<file path="src/rtl/aligner_pkg.sv">
package aligner_pkg;

  localparam int unsigned SYM_W = 10;

  // Comma symbol in both running-disparity forms, earliest bit in the MSB.
  localparam logic [SYM_W-1:0] COMMA_A = 10'b0011111010;
  localparam logic [SYM_W-1:0] COMMA_B = 10'b1100000101;

  typedef enum logic [1:0] {
    ST_FILL = 2'd0,
    ST_HUNT = 2'd1,
    ST_CONF = 2'd2,
    ST_LOCK = 2'd3
  } align_state_e;

endpackage

</file>
<file path="src/rtl/aln_window.sv">
module aln_window #(
  parameter int unsigned W = 20
) (
  input  logic           clk,
  input  logic           rst_n,
  input  logic           shift_en,
  input  logic [W-1:0]   cur_i,
  output logic [2*W-1:0] win_o
);

  logic [W-1:0] prev_q;

  always_ff @(posedge clk or negedge rst_n) begin
    if (!rst_n) begin
      prev_q <= '0;
    end else if (shift_en) begin
      prev_q <= cur_i;
    end
  end

  // The older word is sent first, so it takes the upper half.
  assign win_o = {prev_q, cur_i};

endmodule

</file>
<file path="src/rtl/aln_comma_scan.sv">
module aln_comma_scan #(
  parameter int unsigned W    = 20,
  parameter int unsigned CW   = 10,
  parameter logic [CW-1:0] PAT_A = '0,
  parameter logic [CW-1:0] PAT_B = '1,
  localparam int unsigned OFFW = $clog2(W)
) (
  input  logic [2*W-1:0]  win_i,
  output logic            hit_o,
  output logic [OFFW-1:0] hit_off_o
);

  logic [W-1:0] hits;

  for (genvar k = 0; k < W; k++) begin : g_off
    logic [CW-1:0] seg;
    assign seg     = win_i[2*W-1-k -: CW];
    assign hits[k] = (seg == PAT_A) || (seg == PAT_B);
  end

  // Lowest offset takes priority.
  always_comb begin
    hit_off_o = '0;
    for (int k = W - 1; k >= 0; k--) begin
      if (hits[k]) hit_off_o = OFFW'(k);
    end
  end

  assign hit_o = |hits;

endmodule

</file>
<file path="src/rtl/aln_lock_ctrl.sv">
module aln_lock_ctrl
  import aligner_pkg::*;
#(
  parameter int unsigned OFFW = 5
) (
  input  logic            clk,
  input  logic            rst_n,
  input  logic            resync,
  input  logic            acc,
  input  logic            hit,
  input  logic [OFFW-1:0] hit_off,
  output logic            locked_o,
  output logic [OFFW-1:0] off_o,
  output logic            emit_o
);

  align_state_e    st_q;
  logic [OFFW-1:0] off_q;

  always_ff @(posedge clk or negedge rst_n) begin
    if (!rst_n) begin
      st_q  <= ST_FILL;
      off_q <= '0;
    end else if (resync) begin
      st_q  <= ST_FILL;
      off_q <= '0;
    end else if (acc) begin
      unique case (st_q)
        ST_FILL: st_q <= ST_HUNT;
        ST_HUNT: begin
          if (hit) begin
            off_q <= hit_off;
            st_q  <= ST_CONF;
          end
        end
        ST_CONF: begin
          if (hit) begin
            if (hit_off == off_q) st_q  <= ST_LOCK;
            else                  off_q <= hit_off;
          end
        end
        ST_LOCK: st_q <= ST_LOCK;
        default: st_q <= ST_FILL;
      endcase
    end
  end

  assign emit_o   = acc && !resync &&
                    ((st_q == ST_LOCK) ||
                     ((st_q == ST_CONF) && hit && (hit_off == off_q)));
  assign locked_o = (st_q == ST_LOCK);
  assign off_o    = off_q;

endmodule

</file>
<file path="src/rtl/aln_out_stage.sv">
module aln_out_stage #(
  parameter int unsigned W = 20,
  localparam int unsigned OFFW = $clog2(W)
) (
  input  logic            clk,
  input  logic            rst_n,
  input  logic            flush,
  input  logic            load,
  input  logic [2*W-1:0]  win_i,
  input  logic [OFFW-1:0] sel,
  input  logic            out_ready,
  output logic            out_valid,
  output logic [W-1:0]    out_data
);

  logic [2*W-1:0] shifted;
  logic [W-1:0]   aligned;

  assign shifted = win_i << sel;
  assign aligned = shifted[2*W-1 -: W];

  always_ff @(posedge clk or negedge rst_n) begin
    if (!rst_n) begin
      out_valid <= 1'b0;
      out_data  <= '0;
    end else if (flush) begin
      out_valid <= 1'b0;
    end else if (load) begin
      out_valid <= 1'b1;
      out_data  <= aligned;
    end else if (out_ready) begin
      out_valid <= 1'b0;
    end
  end

endmodule

</file>
<file path="src/rtl/comma_word_aligner.sv">
module comma_word_aligner
  import aligner_pkg::*;
#(
  parameter int unsigned W  = 20,
  parameter int unsigned CW = SYM_W,
  parameter logic [CW-1:0] PAT_A = COMMA_A,
  parameter logic [CW-1:0] PAT_B = COMMA_B,
  localparam int unsigned OFFW = $clog2(W)
) (
  input  logic            clk,
  input  logic            rst_n,
  input  logic            resync,
  input  logic [W-1:0]    in_data,
  input  logic            in_valid,
  output logic            in_ready,
  output logic [W-1:0]    out_data,
  output logic            out_valid,
  input  logic            out_ready,
  output logic            locked,
  output logic [OFFW-1:0] slip
);

  logic [2*W-1:0]  win;
  logic            acc;
  logic            hit;
  logic [OFFW-1:0] hit_off;
  logic            emit;

  assign in_ready = !resync && (!out_valid || out_ready);
  assign acc      = in_valid && in_ready;

  aln_window #(.W(W)) u_win (
    .clk     (clk),
    .rst_n   (rst_n),
    .shift_en(acc),
    .cur_i   (in_data),
    .win_o   (win)
  );

  aln_comma_scan #(.W(W), .CW(CW), .PAT_A(PAT_A), .PAT_B(PAT_B)) u_scan (
    .win_i    (win),
    .hit_o    (hit),
    .hit_off_o(hit_off)
  );

  aln_lock_ctrl #(.OFFW(OFFW)) u_ctrl (
    .clk     (clk),
    .rst_n   (rst_n),
    .resync  (resync),
    .acc     (acc),
    .hit     (hit),
    .hit_off (hit_off),
    .locked_o(locked),
    .off_o   (slip),
    .emit_o  (emit)
  );

  aln_out_stage #(.W(W)) u_out (
    .clk      (clk),
    .rst_n    (rst_n),
    .flush    (resync),
    .load     (emit),
    .win_i    (win),
    .sel      (slip),
    .out_ready(out_ready),
    .out_valid(out_valid),
    .out_data (out_data)
  );

endmodule

</file>
<file path="config.mk">
export PLATFORM = sky130hd
export DESIGN_NAME = comma_word_aligner
export DESIGN_NICKNAME = d
export VERILOG_FILES = /design/src/rtl/aligner_pkg.sv /design/src/rtl/aln_window.sv /design/src/rtl/aln_comma_scan.sv /design/src/rtl/aln_lock_ctrl.sv /design/src/rtl/aln_out_stage.sv /design/src/rtl/comma_word_aligner.sv
export SDC_FILE = /design/constraint.sdc
export NUM_CORES = 1
export LEC_CHECK = 0
export BUFFER_PORTS_ARGS = -buffer_cell sky130_fd_sc_hd__buf_4
export CAP_MARGIN = 20
export CORE_MARGIN = 4
export CORE_UTILIZATION = 30
export CTS_CLUSTER_DIAMETER = 40
export CTS_CLUSTER_SIZE = 16
export DETAILED_ROUTE_END_ITERATION = 10
export GPL_ROUTABILITY_DRIVEN = 0
export SETUP_SLACK_MARGIN = 0.15
export SYNTH_ARGS = -nofsm -noshare
export SYNTH_HDL_FRONTEND = slang
export SYNTH_SLANG_ARGS = --single-unit
</file>
<file path="constraint.sdc">
create_clock -name clk -period 3.2 [get_ports clk]
set_clock_uncertainty 0.2 [all_clocks]
set_input_delay 0.16 -clock clk [delete_from_list [all_inputs] [get_ports clk]]
set_output_delay 0.16 -clock clk [all_outputs]
set_load 0.01 [all_outputs]
</file>
Word-level counts from Yosys, hierarchy flattened:

Cells that the tools add are included.

* equality and inequality tests: 48
* multiplexer cells: 35
* reduce and logical (&&, ||, !) cells: 38
* bitwise logic cells: 1
* shifts and indexed selects: 1

Operator list (count)
* equality test 10 bit, second input constant: 20
* equality test 10 x 8 -> 1 bit, second input constant: 20
* 2-to-1 mux 5 bit: 25
* << shifter 40 x 5 -> 40 bit: 1
* logical OR 1 bit: 22
* OR reduction 20 bit: 1
* 2-to-1 mux 2 bit: 5
* one-hot mux 5 bit (2 select lines): 1
* one-hot mux 2 bit (4 select lines): 1
* logical AND 1 bit: 6
* != test 3 x 2 -> 1 bit, second input constant: 2
* != test 3 bit, second input constant: 2
* nonzero test 3 bit: 2
* equality test 5 bit: 1
* AND reduction 5 bit: 1
* equality test 2 bit, second input constant: 2
* AND reduction 4 bit: 1
* 2-to-1 mux 1 bit: 3
* equality test 2 x 1 -> 1 bit, second input constant: 1
* logical NOT 1 bit: 2
* logical NOT 2 bit: 1
* AND reduction 2 bit: 1
* nonzero test 2 bit: 1
* NOT 1 bit: 1

* register bits after elaboration: 48
* output and inout bits: 28
* input port bits: 25
* word-level logic and storage cells: 128

Depth between registers and ports, before layout:

Gate-level depths: netlist (run 1).

* word-level depth: 28
* depth in mapped cells: 13
* gate-level depth less buffers: 9

Modules after synthesis:

A second synthesis (run 1) with hierarchy kept.

* cell total of the unflattened synthesis: 547
* area total of the unflattened synthesis: 5622.9 um^2

By module, submodules not included
* aln_out_stage: cells an instance 263, times used 1, area each 2961.6 um^2, sequential area each 525.5 um^2
* aln_comma_scan: cells an instance 168, times used 1, area each 1157.4 um^2, sequential area each 0.0 um^2
* aln_window: cells an instance 62, times used 1, area each 973.4 um^2, sequential area each 500.5 um^2
* aln_lock_ctrl: cells an instance 51, times used 1, area each 500.5 um^2, sequential area each 175.2 um^2
* comma_word_aligner: cells an instance 3, times used 1, area each 30.0 um^2, sequential area each 0.0 um^2

Worst setup path before layout (run 1):

No wires, ideal clock.

* path type: flip-flop to flip-flop
* start point: reg u_win.prev_q[10]
* end point: reg u_out.out_data[0]
* setup slack: 0.132 ns
* clock period less this slack: 3.068 ns
* arrival: 2.742 ns
* cell stages (with the launch flop): 13
* setup time: 0.125 ns
* required time: 2.875 ns
* buffers on the path: 3
* path through: dfrtp_1 > buf_6 > buf_6 > and4b_1 > nand3_2 > o41ai_2 > or4_4 > a2111o_1 > nand3_2 > o211ai_2 > o22ai_2 > buf_6 > mux2_4

* word-level cells in the longest chain between the ends: 17
* elaborated cells between the ends (all ways): 48
* those cells by class: eq/ne (21); shift (1); mux (10); reduce/logical (16)

Ends and longest elaborated chain
* start: declaration: RTL line aln_window.sv:11 `logic [W-1:0] prev_q;`
* start signal: assignment: RTL line aln_window.sv:17 `prev_q <= cur_i;`
* equality test 10 x 8 -> 1 bit / equality test 10 bit (equally long branches): RTL line aln_comma_scan.sv:18 `assign hits[k] = (seg == PAT_A) || (seg == PAT_B);`
* logical OR 1 bit: RTL line aln_comma_scan.sv:18
* 2-to-1 mux 5 bit (10 in a row): RTL line aln_comma_scan.sv:25 `if (hits[k]) hit_off_o = OFFW'(k);`
* equality test 5 bit: RTL line aln_lock_ctrl.sv:50 `((st_q == ST_CONF) && hit && (hit_off == off_q)));`
* logical AND 1 bit: RTL line aln_lock_ctrl.sv:50
* logical OR 1 bit: RTL line aln_lock_ctrl.sv:49 `((st_q == ST_LOCK) ||`
* logical AND 1 bit: RTL line aln_lock_ctrl.sv:48 `assign emit_o = acc && !resync &&`
* AND reduction 2 bit (no source line)
* end signal: assignment: RTL line aln_out_stage.sv:30 `out_data <= aligned;`
* end: declaration: RTL line aln_out_stage.sv:13 `output logic [W-1:0] out_data`

Several ways; a longest one is shown, not always the timed one.
A chain may end at the register's enable or synchronous reset.

Final worst setup path (run 1):

* start point: reg u_win.prev_q[3]
* end point: reg u_out.out_data[5]

* word-level cells in the longest chain between the ends: 24
* elaborated cells between the ends (all ways): 55
* those cells by class: eq/ne (21); shift (1); mux (17); reduce/logical (16)

Ends and longest elaborated chain (RTL line)
* equality test 10 x 8 -> 1 bit / equality test 10 bit (equally long branches): aln_comma_scan.sv:18
* logical OR 1 bit: aln_comma_scan.sv:18
* 2-to-1 mux 5 bit (17 in a row): aln_comma_scan.sv:25
* equality test 5 bit: aln_lock_ctrl.sv:50
* logical AND 1 bit: aln_lock_ctrl.sv:50
* logical OR 1 bit: aln_lock_ctrl.sv:49
* logical AND 1 bit: aln_lock_ctrl.sv:48
* AND reduction 2 bit (no source line)

Several ways; a longest one is shown, not always the timed one.

==> results of run 1 <==
cells by family after synthesis:
family                 Yosys count
buffers and inverters           77
flip-flops                      48
AO/OA/AOI/OAI                  128
XOR/XNOR                         1
AND/OR/NAND/NOR                246
multiplexers                   104
final cells by class:
type / instances / area (um2) / share of cell area (%)
Timing Repair Buffer: 154 / 1320 / 18.4
Clock buffer: 5 / 125 / 1.75
Clock inverter: 3 / 42.5 / 0.594
Sequential cell: 48 / 1210 / 17.0
Tap cell: 225 / 282 / 3.93
Multi-Input combinational cell: 479 / 4130 / 57.6
Inverter: 14 / 52.6 / 0.734
sequential cells by signal (all words and copies together), names as in the netlist:
signal,flops
u_out.out_valid,1
u_ctrl.off_o,5
u_out.out_data,20
u_ctrl.st_q,2
u_win.prev_q,20
metal layers:
metal | track usage (%) | share of wire [%]
met2 | 27.6 | 47
met4 | 5.10 | 2.1
met1 | 24.8 | 46
met5 | 0 | 0
met3 | 2.35 | 4.7
where the power goes:
| part | total [W] | internal (W) | leakage [nW] | switching (W) |
|---|---|---|---|---|
| Sequential | 0.000771 | 0.000670 | 0.589 | 0.000101 |
| Clock | 0.000631 | 0.000368 | 0.0798 | 0.000263 |
| Combinational | 0.00103 | 0.000516 | 2.16 | 0.000516 |
| Total | 0.00243 | 0.00155 | 2.83 | 0.000880 |
path summary, 6_finish.rpt:
kind | startpoint | end | slack (ns) | depth (start not counted)
setup / recovery | u_win.prev_q[3] | u_out.out_data[5] | -0.14 | 12
hold / removal | in_data[11] | u_win.prev_q[11] | 0.02 | 2
setup reg to reg | u_win.prev_q[3] | u_out.out_data[5] | -0.14 | 12
hold reg to reg | u_out.out_data[4] | u_out.out_data[4] | 0.31 | 1
max in group asynchronous | rst_n | u_win.prev_q[3] | 2.10 | 2
min in group asynchronous | rst_n | u_win.prev_q[8] | 0.23 | 2
layout by cell type (no fill, tap or decap), types with 5 or more instances in the layout:
cell type                         n
sky130_fd_sc_hd__nand4b_1        16
sky130_fd_sc_hd__and3_1           9
sky130_fd_sc_hd__mux2_4          18
sky130_fd_sc_hd__nor4b_1          5
sky130_fd_sc_hd__inv_1           10
sky130_fd_sc_hd__and4b_1          5
sky130_fd_sc_hd__dlygate4sd3_1   17
sky130_fd_sc_hd__nor3_1           9
sky130_fd_sc_hd__and2_1           8
sky130_fd_sc_hd__o22ai_1          5
sky130_fd_sc_hd__mux2i_1         29
sky130_fd_sc_hd__nor2b_1         10
sky130_fd_sc_hd__nor2_1          40
sky130_fd_sc_hd__a31oi_1          9
sky130_fd_sc_hd__mux2_2          36
sky130_fd_sc_hd__nand4_1          7
sky130_fd_sc_hd__a21oi_1         38
sky130_fd_sc_hd__nand2b_1         7
sky130_fd_sc_hd__dfrtp_2         11
sky130_fd_sc_hd__dfrtp_1         37
sky130_fd_sc_hd__nand3b_1         5
sky130_fd_sc_hd__mux4_2          21
sky130_fd_sc_hd__nand2_1         60
sky130_fd_sc_hd__a211oi_1         5
sky130_fd_sc_hd__buf_4          126
sky130_fd_sc_hd__nand3_1         10
sky130_fd_sc_hd__or3_1            5
sky130_fd_sc_hd__buf_12           6
sky130_fd_sc_hd__clkbuf_16        7
sky130_fd_sc_hd__o21ai_0         14
stage by stage:
stage | util, % | setup WS [ns] | hold slack, ns | cell area (um2)
2_1_floorplan | - | 0.156 | -0.336 | 5420
3_3_place_gp | 36.7 | -0.0665 | 0.0354 | 6420
3_5_place_dp | 36.7 | -0.115 | 0.0505 | 6420
4_1_cts | 38.9 | -0.0916 | 0.0107 | 6810
5_1_grt | 41.0 | -0.226 | 0.0240 | 7160
6_report | 41.0 | -0.135 | 0.0201 | 7160
timing repair:
action / CTS / global route
hold endpoints to repair: 66 / 0
hold buffers: 17 / 0
setup buffers: 0 / 4
cloned: 0 / 3
setup endpoints to repair: 27 / 28
resized for setup: 11 / 50
pin swaps: 2 / 13
==> results.md, run 1 <==
* Status: complete, but fails checks
* Violations in the final reports: setup timing
* Total wire length after detailed routing at 18.1 mm
* Multiplexer fraction of the synthesized cell area at 26.6%
* Die Width at 142 um
* Worst path setup slack after routing at -0.135 ns
* Stage delay of the slowest cell on the critical path at 0.45 ns
* Buffers & Inverters on Critical Path at 3
* Total half-perimeter wirelength after legalization and detailed placement at 13.2 mm
* Number of levels in the clock H-tree at 2
* Effective utilization at floorplan at a little under a third
* CTS tree: done
* Global-route total usage across every layer at 17.4%
* Number of violations reported at the end of detailed-routing iteration 0 at around 480
* Simple-gate area share of the yosys netlist at 27.5%
* Setup Viol. Count Final at 20
* # Max-Cap Violations at 0
* Yosys top cell area share at between 20% and 30%
* Final hold viol count at 0
* Top-level I/O count at between 50 and 60
* Post-synthesis sequential area ratio at 22.2%
* Die boundary height at 142 um
* Synthesized cell area at ~0.0054 mm2
* Synthesized Nets at about 630
* Flops & latches, synth at 48
* Dominant cells by area after synthesis: sky130_fd_sc_hd__dfrtp_1 (22%), sky130_fd_sc_hd__mux4_2 (8.7%), sky130_fd_sc_hd__mux2_2 (7.5%), sky130_fd_sc_hd__mux2i_1 (5.4%), sky130_fd_sc_hd__mux2_4 (5.0%)
* Max clock buf depth at 2
* Total number of yosys warnings at 0
* Worst voltage drop across the vdd grid at 224 uV
* TritonCTS Buffers at 5
* Post-synthesis xor/xnor area fraction at 0.162%
* Critical path start-end classification: reg2reg
* Adder-cell share of the synthesized area at 0%
* Number of cells after detailed placement at 896
* Die Outline Area at between 0.02 and 0.025 mm2
* Sort of element at the end of the critical path: register
* Crit-path cells: or3b_4 -> buf_6 -> nor4_4 -> a41o_2 -> or2_4 -> o311a_4 -> nor4b_4 -> nand3_2 -> o22ai_4 -> buf_12 -> clkbuf_16 -> mux2_4
* Fraction of final layout cells sized beyond drive strength 1 at about two fifths
* Number of enable-type register cells in the synthesized netlist at 0
* Largest net degree at the start of global routing at slightly below 50
* Share of flip-flops with an asynchronous set or reset at 100%
* PD cells at 340 mW/mm2
* Clock sink count at 48
* Number of diodes at 0
* Core Region at 0.0175 mm2
* Layout overhead on the synthesized area at 32.2%
* Count of unresolved DRC violations after routing at 0
* Largest family of logic cells by synthesized area: simple AND/OR/NAND/NOR gates
* Row count at between 40 and 50
* Overall via count from detail_route at 5280
* Static power due to leakage at about 2.8 nW
* Count of input and output buffers at 52
* Post-Route Setup TNS at -2.33 ns
* First-pass detailed-route iteration total at 5
* Tightest Hold Check Type: in2reg
* Worst slew slack as a fraction of its limit at 55.9%
* Count of nets after finishing at 727
* Final Non-Filler Cells at 928
* Clock period minus worst slack at roughly 3.3 ns
* First-pass GRT wire length at 28.3 mm
* Crit path launch type: register
* Remaining Overflow, GRT at 0
* Transition time of the tightest slew-check pin at 0.661 ns
* Number of distinct standard cells referenced by the synthesized netlist at between 80 and 90
* Main synth FF type: sky130_fd_sc_hd__dfrtp_1
* Fill count at 1705
* Cell with the most instances after synthesis: sky130_fd_sc_hd__nand2_1
* Data arrival at the endpoint of the critical path at 3.33 ns
* Top fanout value on the critical path at 5
* Total power consumption of the routed design at 0.00243 W
* Number of global-route vias before repair at 5095
* Syn Inst Count at 604
* Fin crit share at 104%
* Post-CTS clock slew at the launch and capture registers of the worst setup and hold paths at roughly 0.080 ns
* FMAX at approximately 300 MHz
* Insertion delay to the later sink of the worst-skew pair at roughly 0.31 ns
* Cell at the slowest stage of the critical path: sky130_fd_sc_hd__dfrtp_2
* Cell at the root of the clock tree: sky130_fd_sc_hd__clkbuf_16
* Cell class contributing the biggest share of worst-path delay: simple AND/OR/NAND/NOR gates
* Leading area contributor after synthesis: sky130_fd_sc_hd__dfrtp_1
* Final Max Slew Viols at 0
* Wire length per cell after detailed routing at between 15 and 20 um
* Commonest cells in the netlist: sky130_fd_sc_hd__nand2_1 (61), sky130_fd_sc_hd__dfrtp_1 (48), sky130_fd_sc_hd__nor2_1 (40)
* Initial antenna violation count at 0
* Post-DR vias/cell at 5.69
* Required arrival time at the worst endpoint at 3.19 ns
* Setup repair after global routing missed its margin: yes
* Share of the synthesized area in compound gates (AO/OA/AOI/OAI) at 16.6%
* Avg Synthesized Cell Area at 8.97 um2
* Remaining antenna violation count at 0
Power figures use the tool's default switching activity.
==> run 2, diff against run 1 <==
--- a/config.mk
+++ b/config.mk
@@ -5,7 +5,7 @@
 export SDC_FILE = /design/constraint.sdc
 export NUM_CORES = 1
 export LEC_CHECK = 0
-export BUFFER_PORTS_ARGS = -buffer_cell sky130_fd_sc_hd__buf_4
+export BUFFER_PORTS_ARGS = -buffer_cell sky130_fd_sc_hd__clkbuf_2
 export CAP_MARGIN = 20
 export CORE_MARGIN = 4
 export CORE_UTILIZATION = 30
@@ -13,6 +13,7 @@
 export CTS_CLUSTER_SIZE = 16
 export DETAILED_ROUTE_END_ITERATION = 10
 export GPL_ROUTABILITY_DRIVEN = 0
+export RECOVER_POWER = 25
 export SETUP_SLACK_MARGIN = 0.15
 export SYNTH_ARGS = -nofsm -noshare
 export SYNTH_HDL_FRONTEND = slang
==> run 2 against run 1 <==
The flow still finishes with violations (setup timing). Core utilization shrank 0.086 points. Hold slack worse by 0.0055 ns. Routed wire length rose by 3.0%. Count of clock-buffer cells in the layout stayed put. Critical path depth is 1 lower. Non-clock buffer count is 15 higher.
==> results.md, run 2 (synthesis gave the netlist of run 1 again) <==
* Critical path start-end classification: reg2reg
* Fin crit share at 104% (-0.51 points)
* Post-Route Setup TNS at -2.03 ns (+0.305 ns)
* Endpoint of the most critical register-to-register path: u_out.out_data[10]
* Fraction of final layout cells sized beyond drive strength 1 at 43.5% (+2.1 points)
* Count of nets after finishing at 742 (+2.1%)
* Remaining antenna violation count at 0 (unchanged)
* Post-CTS clock slew at the launch and capture registers of the worst setup and hold paths at 0.08 ns (about the same)
* Largest net degree at the start of global routing at 36 (-27%)
* Status: complete, but fails checks
* Crit-path cells: or3b_4 -> or3_4 -> a21oi_2 -> nor3_2 -> a2111o_1 -> nand3_2 -> o211ai_2 -> o22ai_4 -> buf_12 -> clkbuf_16 -> mux2_4
* Clock period minus worst slack at 3.32 ns (-0.0164 ns)
* PD cells at 342 mW/mm2 (+0.65%)
* Total half-perimeter wirelength after legalization and detailed placement at 13.6 mm (+3.1%)
* Cell at the slowest stage of the critical path: sky130_fd_sc_hd__dfrtp_2
* First-pass detailed-route iteration total at 6 (+1)
* Insertion delay to the later sink of the worst-skew pair at 0.31 ns (about the same)
* Data arrival at the endpoint of the critical path at 3.31 ns (-0.02 ns)
* Number of levels in the clock H-tree at 2 (unchanged)
* Die boundary height at 142 um (unchanged)
* Max clock buf depth at 2 (unchanged)
* Core Region at 0.0175 mm2 (unchanged)
* Setup Viol. Count Final at 20 (unchanged)
* Worst path setup slack after routing at -0.119 ns (+0.0164 ns)
* Initial antenna violation count at 0 (unchanged)
* Top fanout value on the critical path at 8 (+3)
* Global-route total usage across every layer at 17.6% (+0.13 points)
* Reg2reg setup slack at -0.12 ns (+0.02 ns)
* Post-DR vias/cell at 5.75 (+1.1%)
* Final Max Slew Viols at 0 (unchanged)
* Buffers & Inverters on Critical Path at 2 (-1)
* Leading cell types in the layout, fill and taps excluded: sky130_fd_sc_hd__buf_4 (93), sky130_fd_sc_hd__nand2_1 (59), sky130_fd_sc_hd__clkbuf_2 (42), sky130_fd_sc_hd__nor2_1 (40), sky130_fd_sc_hd__a21oi_1 (38)
* Remaining Overflow, GRT at 0 (unchanged)
* Number of diodes at 0 (unchanged)
* Tightest Hold Check Type: in2reg
* Stage delay of the slowest cell on the critical path at 0.46 ns (about the same)
* # Max-Cap Violations at 0 (unchanged)
* Worst Hold End: u_win.prev_q[7]
* Total power consumption of the routed design at 0.00244 W (+0.44%)
* Die Width at 142 um (unchanged)
* Worst slew slack as a fraction of its limit at 9.36% (-47 points)
* Static power due to leakage at 2.87 nW (+1.6%)
* TritonCTS Buffers at 5 (unchanged)
* FMAX at 301 MHz (+0.49%)
* Cell class contributing the biggest share of worst-path delay: simple AND/OR/NAND/NOR gates
* Overall via count from detail_route at 5425 (+2.7%)
* Total wire length after detailed routing at 18.6 mm (+3.0%)
* Sort of element at the end of the critical path: register
* CTS tree: done
* Worst voltage drop across the vdd grid at 235 uV (+5.0%)
* Worst min-delay path startpoint: in_data[7]
* Number of violations reported at the end of detailed-routing iteration 0 at 530 (+11%)
* Count of unresolved DRC violations after routing at 0 (unchanged)
* Wire length per cell after detailed routing at 19.7 um (+1.4%)
* First-pass GRT wire length at 28.6 mm (+1.0%)
* Final core utilization at 40.9% (-0.086 points)
* Leading cell type in the layout, fill and taps excluded: sky130_fd_sc_hd__buf_4
* Transition time of the tightest slew-check pin at 1.36 ns (+0.698 ns)
* Depth of the most critical reg-to-reg path at 11 (-1)
* Crit path launch type: register
* Row count at 48 (unchanged)
* Layout overhead on the synthesized area at 31.9%
* Top-level I/O count at 53 (unchanged)
* Required arrival time at the worst endpoint at 3.19 ns (about the same)
* FF-to-FF Start: u_win.prev_q[3]
* Cell at the root of the clock tree: sky130_fd_sc_hd__clkbuf_16
* Number of global-route vias before repair at 5124 (+0.57%)
* Die Outline Area at 0.0203 mm2 (unchanged)
* Setup repair after global routing missed its margin: yes
* Final hold viol count at 0 (unchanged)
* Count of input and output buffers at 52 (unchanged)
* Violations in the final reports: setup timing
* Clock sink count at 48 (unchanged)
* Effective utilization at floorplan at 31.0% (unchanged)
* Count of cells along the worst hold path at 2 (unchanged)
## run 2: changes by cell type in the layout (fill, tap and decap cells not counted), sizes merged
cell         previous run  this run
dlygate4sd3            17        12
inv                    12        13
clkbuf                  7        59
clkinv                  3         2
buf                   135       103
## run 2: worst register-to-register path: cells and delay by family (launching register included)
kind / cells / cell delay [ns]
AO/OA/AOI/OAI: 4 / 0.92
AND/OR/NAND/NOR: 4 / 1.02
flip-flops: 1 / 0.46
multiplexers: 1 / 0.29
buffers and inverters: 2 / 0.31
## run 2: worst max-delay path by stage
| stage | start | end | slack, ns | cells after the start |
|---|---|---|---|---|
| 2_1_floorplan | u_win.prev_q[10] | u_out.out_data[0] | 0.16 | 12 |
| 3_3_place_gp | u_win.prev_q[2] | u_out.out_data[15] | -0.15 | 11 |
| 3_5_place_dp | u_win.prev_q[3] | u_out.out_data[9] | -0.14 | 10 |
| 4_1_cts | u_win.prev_q[11] | u_out.out_data[8] | -0.02 | 11 |
| 5_1_grt | u_win.prev_q[3] | u_out.out_data[10] | -0.19 | 11 |
| 6_report | u_win.prev_q[3] | u_out.out_data[10] | -0.12 | 11 |
## run 2: area by class of cell
type	count	area, um2
Fill cell	1692	10300
Timing Repair Buffer	169	1270
Clock buffer	5	125
Tap cell	225	282
Multi-Input combinational cell	479	4150
Sequential cell	48	1220
Inverter	14	52.6
Clock inverter	3	46.3
## run 2: routing by layer
layer	share of wire, %	global-route usage [%]
met1	44	25.1
met2	46	27.6
met3	7.3	2.82
met4	1.9	4.70
met5	0	0
## run 2: stage by stage
stage	std cells	worst slack (ns)	hold slack, ns	instance area (um2)
final	943	-0.119	0.0146	7150
after global routing	943	-0.189	0.0213	7150
after CTS	925	-0.0206	0.0192	6690
after detailed placement	903	-0.138	0.00908	6330
after global placement	903	-0.151	0.00154	6330
after floorplan	604	0.156	-0.336	5420
## run 2: repair_timing
action / CTS / global route
endpoints found under the hold margin: 35 / 0
gates resized for setup: 17 / 58
setup endpoints to repair: 26 / 27
hold buffers: 12 / 0
setup buffers: 2 / 15
cloned: 0 / 3
pin swaps: 0 / 18
## run 2: power by group
group	internal [W]	switching, W	total [W]
registers	0.000670	0.000114	0.000784
clock network	0.000372	0.000267	0.000639
logic	0.000509	0.000512	0.00102
total	0.00155	0.000892	0.00244
